## src/rtl/rtc_pkg.sv

```systemverilog
package rtc_pkg;

  localparam logic [6:0] IDX_SEC  = 7'h00;
  localparam logic [6:0] IDX_MIN  = 7'h02;
  localparam logic [6:0] IDX_HOUR = 7'h04;
  localparam logic [6:0] IDX_WDAY = 7'h06;
  localparam logic [6:0] IDX_DAY  = 7'h07;
  localparam logic [6:0] IDX_MON  = 7'h08;
  localparam logic [6:0] IDX_YEAR = 7'h09;
  localparam logic [6:0] IDX_STA  = 7'h0A;
  localparam logic [6:0] IDX_STB  = 7'h0B;
  localparam logic [6:0] IDX_STC  = 7'h0C;
  localparam logic [6:0] IDX_STD  = 7'h0D;
  localparam logic [6:0] IDX_CENT = 7'h32;

  localparam logic [7:0] STA_INIT = 8'h26;
  localparam logic [7:0] STB_INIT = 8'h02;
  localparam logic [7:0] STD_INIT = 8'h80;
  localparam logic [7:0] STC_READ = 8'hA0;
  localparam int unsigned MIN_YEAR = 1970;

  typedef struct packed {
    logic [7:0] sec;
    logic [7:0] min;
    logic [7:0] hour;
    logic [7:0] wday;
    logic [7:0] day;
    logic [7:0] mon;
    logic [7:0] year;
    logic [7:0] cent;
  } cal_t;

  function automatic logic bcd_ok(input logic [7:0] b);
    return (b[7:4] <= 4'd9) && (b[3:0] <= 4'd9);
  endfunction

  function automatic logic [6:0] bcd2bin(input logic [7:0] b);
    return 7'(b[7:4]) * 7'd10 + 7'(b[3:0]);
  endfunction

  function automatic logic [7:0] bin2bcd(input logic [6:0] v);
    return {4'(v / 7'd10), 4'(v % 7'd10)};
  endfunction

  function automatic logic leap_year(input logic [13:0] y);
    return (y % 14'd4 == 14'd0) && ((y % 14'd100 != 14'd0) || (y % 14'd400 == 14'd0));
  endfunction

  function automatic logic [6:0] month_len(input logic [6:0] m, input logic leap);
    case (m)
      7'd2:                      return leap ? 7'd29 : 7'd28;
      7'd4, 7'd6, 7'd9, 7'd11:   return 7'd30;
      default:                   return 7'd31;
    endcase
  endfunction

  function automatic logic is_cal_idx(input logic [6:0] idx);
    return (idx == IDX_SEC) || (idx == IDX_MIN) || (idx == IDX_HOUR) ||
           (idx == IDX_WDAY) || (idx == IDX_DAY) || (idx == IDX_MON) ||
           (idx == IDX_YEAR) || (idx == IDX_CENT);
  endfunction

  function automatic logic field_ok(input logic [6:0] idx, input logic [7:0] v);
    logic [6:0] b;
    logic       rng;
    b = bcd2bin(v);
    case (idx)
      IDX_SEC, IDX_MIN: rng = (b <= 7'd59);
      IDX_HOUR:         rng = (b <= 7'd23);
      IDX_WDAY:         rng = (b >= 7'd1) && (b <= 7'd7);
      IDX_DAY:          rng = (b >= 7'd1) && (b <= 7'd31);
      IDX_MON:          rng = (b >= 7'd1) && (b <= 7'd12);
      default:          rng = (b <= 7'd99);
    endcase
    return bcd_ok(v) && rng;
  endfunction

endpackage

```

## src/rtl/rtc_phase.sv

```systemverilog
module rtc_phase #(
  parameter int PHASE_W   = 15,
  parameter int UIP_TICKS = 8
) (
  input  logic               clk,
  input  logic               rst_n,
  input  logic               tick_en,
  input  logic               restart,
  output logic [PHASE_W-1:0] phase,
  output logic               wrap,
  output logic               uip
);
  localparam logic [PHASE_W-1:0] PH_MAX    = '1;
  localparam logic [PHASE_W-1:0] UIP_START = PH_MAX - PHASE_W'(UIP_TICKS - 1);

  logic [PHASE_W-1:0] phase_q;

  always_ff @(posedge clk) begin
    if (!rst_n)        phase_q <= '0;
    else if (restart)  phase_q <= '0;
    else if (tick_en)  phase_q <= phase_q + 1'b1;
  end

  assign phase = phase_q;
  assign wrap  = tick_en && !restart && (phase_q == PH_MAX);
  assign uip   = (phase_q >= UIP_START);
endmodule

```

## src/rtl/rtc_calendar.sv

```systemverilog
module rtc_calendar
  import rtc_pkg::*;
(
  input  cal_t cur,
  output cal_t nxt
);
  logic [6:0]  s, m, h, w, d, mo, y, c, dim;
  logic [13:0] full_year;
  logic        cy_sec, cy_min, cy_hour, cy_day, cy_mon, cy_year;

  always_comb begin
    s  = bcd2bin(cur.sec);
    m  = bcd2bin(cur.min);
    h  = bcd2bin(cur.hour);
    w  = bcd2bin(cur.wday);
    d  = bcd2bin(cur.day);
    mo = bcd2bin(cur.mon);
    y  = bcd2bin(cur.year);
    c  = bcd2bin(cur.cent);
    full_year = 14'(c) * 14'd100 + 14'(y);
    dim       = month_len(mo, leap_year(full_year));

    cy_sec  = (s >= 7'd59);
    cy_min  = cy_sec  && (m >= 7'd59);
    cy_hour = cy_min  && (h >= 7'd23);
    cy_day  = cy_hour && (d >= dim);
    cy_mon  = cy_day  && (mo >= 7'd12);
    cy_year = cy_mon  && (y >= 7'd99);

    nxt.sec  = bin2bcd(cy_sec ? 7'd0 : s + 7'd1);
    nxt.min  = cy_sec  ? bin2bcd(cy_min  ? 7'd0 : m + 7'd1) : cur.min;
    nxt.hour = cy_min  ? bin2bcd(cy_hour ? 7'd0 : h + 7'd1) : cur.hour;
    nxt.wday = cy_hour ? bin2bcd((w >= 7'd7) ? 7'd1 : w + 7'd1) : cur.wday;
    nxt.day  = cy_hour ? bin2bcd(cy_day  ? 7'd1 : d + 7'd1) : cur.day;
    nxt.mon  = cy_day  ? bin2bcd(cy_mon  ? 7'd1 : mo + 7'd1) : cur.mon;
    nxt.year = cy_mon  ? bin2bcd(cy_year ? 7'd0 : y + 7'd1) : cur.year;
    nxt.cent = cy_year ? bin2bcd((c >= 7'd99) ? 7'd0 : c + 7'd1) : cur.cent;
  end
endmodule

```

## src/rtl/rtc_wcheck.sv

```systemverilog
module rtc_wcheck
  import rtc_pkg::*;
(
  input  logic [6:0] idx,
  input  logic [7:0] wdata,
  input  cal_t       cur,
  output logic       is_cal,
  output logic       fld_ok,
  output logic       date_ok
);
  cal_t        t;
  logic [6:0]  mo, d;
  logic [13:0] full_year;

  always_comb begin
    t = cur;
    case (idx)
      IDX_SEC:  t.sec  = wdata;
      IDX_MIN:  t.min  = wdata;
      IDX_HOUR: t.hour = wdata;
      IDX_WDAY: t.wday = wdata;
      IDX_DAY:  t.day  = wdata;
      IDX_MON:  t.mon  = wdata;
      IDX_YEAR: t.year = wdata;
      IDX_CENT: t.cent = wdata;
      default:  t = cur;
    endcase
    mo        = bcd2bin(t.mon);
    d         = bcd2bin(t.day);
    full_year = 14'(bcd2bin(t.cent)) * 14'd100 + 14'(bcd2bin(t.year));
    is_cal    = is_cal_idx(idx);
    fld_ok    = field_ok(idx, wdata);
    date_ok   = (full_year >= 14'(MIN_YEAR)) && (mo >= 7'd1) && (mo <= 7'd12) &&
                (d >= 7'd1) && (d <= 7'd31);
  end
endmodule

```

## src/rtl/rtc_regfile.sv

```systemverilog
module rtc_regfile
  import rtc_pkg::*;
#(
  parameter int PHASE_W   = 15,
  parameter int UIP_TICKS = 8,
  parameter int ADDR_W    = 7
) (
  input  logic       clk,
  input  logic       rst_n,
  input  logic       tick_en,
  input  logic       bus_wr,
  input  logic       bus_port,
  input  logic [7:0] bus_wdata,
  output logic [7:0] bus_rdata
);
  localparam int DEPTH = 1 << ADDR_W;

  logic [7:0]        mem_q [DEPTH];
  logic [ADDR_W-1:0] idx_q;
  cal_t              cur, nxt;
  logic              data_wr, idx_wr, is_cal, fld_ok, date_ok;
  logic              ro_hit, time_acc, plain_wr, rebase;
  logic              wrap, uip;
  logic [PHASE_W-1:0] phase;
  logic [7:0]        sec_q, hour_q, reg_d_q;

  assign cur.sec  = mem_q[IDX_SEC];
  assign cur.min  = mem_q[IDX_MIN];
  assign cur.hour = mem_q[IDX_HOUR];
  assign cur.wday = mem_q[IDX_WDAY];
  assign cur.day  = mem_q[IDX_DAY];
  assign cur.mon  = mem_q[IDX_MON];
  assign cur.year = mem_q[IDX_YEAR];
  assign cur.cent = mem_q[IDX_CENT];

  assign sec_q   = mem_q[IDX_SEC];
  assign hour_q  = mem_q[IDX_HOUR];
  assign reg_d_q = mem_q[IDX_STD];

  assign data_wr  = bus_wr && bus_port;
  assign idx_wr   = bus_wr && !bus_port;
  assign ro_hit   = (idx_q == IDX_STC) || (idx_q == IDX_STD);
  assign time_acc = data_wr && is_cal && fld_ok;
  assign rebase   = time_acc && date_ok;
  assign plain_wr = data_wr && !is_cal && !ro_hit;

  rtc_wcheck u_wcheck (
    .idx     (idx_q),
    .wdata   (bus_wdata),
    .cur     (cur),
    .is_cal  (is_cal),
    .fld_ok  (fld_ok),
    .date_ok (date_ok)
  );

  rtc_calendar u_cal (
    .cur (cur),
    .nxt (nxt)
  );

  rtc_phase #(.PHASE_W(PHASE_W), .UIP_TICKS(UIP_TICKS)) u_phase (
    .clk     (clk),
    .rst_n   (rst_n),
    .tick_en (tick_en),
    .restart (rebase),
    .phase   (phase),
    .wrap    (wrap),
    .uip     (uip)
  );

  always_ff @(posedge clk) begin
    if (!rst_n) begin
      for (int i = 0; i < DEPTH; i++) mem_q[i] <= '0;
      mem_q[IDX_STA] <= STA_INIT;
      mem_q[IDX_STB] <= STB_INIT;
      mem_q[IDX_STD] <= STD_INIT;
      idx_q          <= '0;
    end else begin
      if (idx_wr) idx_q <= bus_wdata[ADDR_W-1:0];
      if (wrap) begin
        mem_q[IDX_SEC]  <= nxt.sec;
        mem_q[IDX_MIN]  <= nxt.min;
        mem_q[IDX_HOUR] <= nxt.hour;
        mem_q[IDX_WDAY] <= nxt.wday;
        mem_q[IDX_DAY]  <= nxt.day;
        mem_q[IDX_MON]  <= nxt.mon;
        mem_q[IDX_YEAR] <= nxt.year;
        mem_q[IDX_CENT] <= nxt.cent;
      end
      if (time_acc || plain_wr) mem_q[idx_q] <= bus_wdata;
    end
  end

  always_comb begin
    if (!bus_port)                bus_rdata = 8'hFF;
    else if (idx_q == IDX_STC)    bus_rdata = STC_READ;
    else if (idx_q == IDX_STA)    bus_rdata = mem_q[idx_q] | {uip, 7'b0};
    else                          bus_rdata = mem_q[idx_q];
  end
endmodule

```

## config.mk

```make
export PLATFORM = sky130hd
export DESIGN_NAME = rtc_regfile
export DESIGN_NICKNAME = d
export VERILOG_FILES = /design/src/rtl/rtc_pkg.sv /design/src/rtl/rtc_phase.sv /design/src/rtl/rtc_calendar.sv /design/src/rtl/rtc_wcheck.sv /design/src/rtl/rtc_regfile.sv
export SDC_FILE = /design/constraint.sdc
export NUM_CORES = 2
export LEC_CHECK = 0
export ABC_AREA = 1
export BUFFER_PORTS_ARGS = -buffer_cell sky130_fd_sc_hd__buf_2
export CORE_ASPECT_RATIO = 1.5
export CORE_MARGIN = 1.5
export CORE_UTILIZATION = 55
export CTS_CLUSTER_SIZE = 10
export DETAILED_ROUTE_END_ITERATION = 8
export PLACE_DENSITY_LB_ADDON = 0.25
export SETUP_SLACK_MARGIN = 0.15
export SLEW_MARGIN = 0
export SYNTH_ARGS = -nofsm -noshare
export SYNTH_HDL_FRONTEND = slang
export SYNTH_HIERARCHICAL = 1
export SYNTH_SLANG_ARGS = --single-unit
```

## constraint.sdc

```tcl
create_clock -name clk -period 13.4 [get_ports clk]
set_input_delay 0.67 -clock clk [delete_from_list [all_inputs] [get_ports clk]]
set_output_delay 0.67 -clock clk [all_outputs]
set_load 0.1 [all_outputs]
```

==> results.toml <==
[status]
status = "complete, no violations"

[worst_setup_path]
worst_ep_arrival_time_ns = 12.52
critPathSlowestCell = "edfxtp_1"
worst_setup_path_start_kind = "flop"
critPathKind = "reg -> reg"
required_ns = 13.84
worst_path_largest_cell_delay_ns = 0.46
critPathMaxFanout = 17
worstSetupEndpointType = "flop"
cpMostUsedCell = "nand2_1"

[finish]
fill_cells = 9124
instances_no_fill = 7939
stdcell_area_um2 = 61800
syn_to_final_growth_pct = 6.88
drive_above_1_share_pct = 5.37
fin_nets = 6715
final_core_util_pct = 59.3

[die]
die_w_um = 268
rows = 145
ios = 21
die-area_um2 = 107000
core_um2 = 104000
initial_utilization_pct = 55.5
die_h_um = 400

[synthesis]
synth_top_area_cell = "edfxtp_1"
synth-seq-area-share_pct = 54.2
ys_warn_count = 6
synthArstFlopShare_pct = 0
syn_inst = 6714
synth_top_cell_area_share_pct = 53.2
synth_most_common_cell = "nand2_1"
syn_nets = 6924
syn_avg_cell_area_um2 = 8.61
mappedNetlistArea_um2 = 57800
synth_cell_type_count = 65
synth-main-ff-cell = "edfxtp_1"
ys_top_cells_by_count = "nand2_1 (1821), nand3_1 (1140), nor2_1 (1136)"
synth_area_leaders = "edfxtp_1 (53%), nand2_1 (12%), nand3_1 (9.9%), nor2_1 (7.4%), ha_1 (3.6%)"
synth_edf_count = 1024
ys_seq_elements = 1053

[sta]
fin_tns_setup_ns = 0
hold_viol_final = 0
fmax_ghz = 0.0828
worstMarginPinSlew_ns = 1.15
setup_viol = 0
rsz0062_at_grt = "no"
finalCritPeriodShare_pct = 90.2
max_slew_margin_pct = 23.3
skew_ns = 0.0295
final-max-slew-violation-count = 0
min_period_ns = 12.08
whs_ns = 0.326

[clock_network]
cts_made_buffers = 116
clockBufferDepth = 3
clkTransAtPathRegs_ns = 0.06
clkLatencyLatePin_ns = 0.72
cts-root-buf = "clkbuf_16"
holdBufCountCts = 0
cts.sinks = 1053
cts_tree = "done"
cts_max_level = 3

[placed_design]
dpl.hpwl_um = 101000
dpl.cell_count = 7782
dpl_cell_area_um2 = 58600
place_congestion = 0.931
portBuffers = 20

[route]
wl_met3_um = 12900
wl_met2_um = 80100
drc_errors = 0
drt_iter0_drc = 4534
detail-route-antenna-nets = 0
firstDrtPassIters = 7
highest_layer = "met4"
viasPerCell = 5.89
drt-met1-wl_um = 58100
vias = 46800
drt-wirelength-per-cell_um = 20.3
routed_wirelength_um = 161000

[grt]
grt_pass1_vias = 45300
grt_pass1_wl_um = 248000
gr-total-overflow = 0
grt_max_degree = 195
grt_use_total_pct = 30.1
antenna_found_initial = 4

[power]
power_density_nw_per_um2 = 169
leakage_nw = 25.8
ir_drop_v = 0.000563

[min_path]
hold_class = "in -> reg"

[flow_run]
drv_cap = 0
-- registers in the layout, summed over array words and instances, names as in the netlist, named ones only --
name	flops
idx_q	7
u_phase/phase	15
mem_q	1024
-- placed cells by master, fill, tap and decap left out, types with 74 or more instances in the layout --
cell,instances
nand2_1,1821
nand3_1,1140
nor2_1,1131
edfxtp_1,1024
inv_1,303
o21ai_0,169
ha_1,165
clkbuf_16,118
xor2_1,81
a21oi_1,74
-- stage by stage --
stage / total power, mW / setup WS (ns)
after floorplan: 6.95 / 2.86
after global placement: 7.60 / 1.37
after detailed placement: 7.69 / 1.01
after CTS: 10.5 / 0.926
after global routing: 11.1 / 0.209
final: 10.5 / 1.32
-- per-layer routing --
metal | track usage [%] | up-vias
li1 | - | 22000
met1 | 35.5 | 22100
met2 | 52.3 | 2140
met3 | 4.30 | 527
met4 | 17.8 | 0
met5 | 0 | -
-- cells by family (layout without fill, tap and decap cells) --
kind of cell | Yosys count | after routing | synth area share, %
xor+xnor | 108 | 108 | 1.65
simple gates | 4275 | 4275 | 31.3
other cells | 1 | 8 | 0.00649
fa+ha+maj | 197 | 197 | 4.68
mux | 3 | 3 | 0.0563
flops | 1053 | 1053 | 54.2
compound gates | 338 | 338 | 3.24
buf+inv | 739 | 561 | 4.84
-- worst max-delay path, delay by kind of cell (launching register included) --
kind | cells | cell delay (ns)
flops | 1 | 0.46
xor+xnor | 3 | 0.68
simple gates | 50 | 5.81
compound gates | 11 | 1.94
fa+ha+maj | 8 | 2.42
buf+inv | 4 | 0.49
-- power breakdown --
part	switching (mW)	internal, mW
logic	2.65	1.25
clock network	1.23	1.57
registers	0.0599	3.71
total	3.94	6.53
-- path summary, 6_finish.rpt --
path,start,endpoint,slack [ns],depth (start not counted)
hold reg to reg,u_phase/phase[3]$_SDFFE_PP0P_,u_phase/phase[3]$_SDFFE_PP0P_,0.48,1
hold / removal,tick_en,u_phase/phase[2]$_SDFFE_PP0P_,0.33,3
setup / recovery,mem_q[50][4]$_DFFE_PP_,mem_q[9][2]$_DFFE_PP_,1.32,76
setup reg to reg,mem_q[50][4]$_DFFE_PP_,mem_q[9][2]$_DFFE_PP_,1.32,76
-- what timing repair did --
item                                    CTS  global route
setup buffers                             0             1
endpoints found under the setup margin    0            11
resized for setup                         0             4
-- area by class of cell --
type	count	area (µm²)	area share, %
Sequential cell	1053	31300	50.7
Multi-Input combinational cell	4922	23700	38.4
Clock buffer	143	3060	4.95
Tap cell	1396	1750	2.83
Inverter	346	1360	2.20
Timing Repair Buffer	66	464	0.751
Clock inverter	6	71.3	0.115
Antenna cell	7	17.5	0.0284
Power figures use the tool's default switching activity.
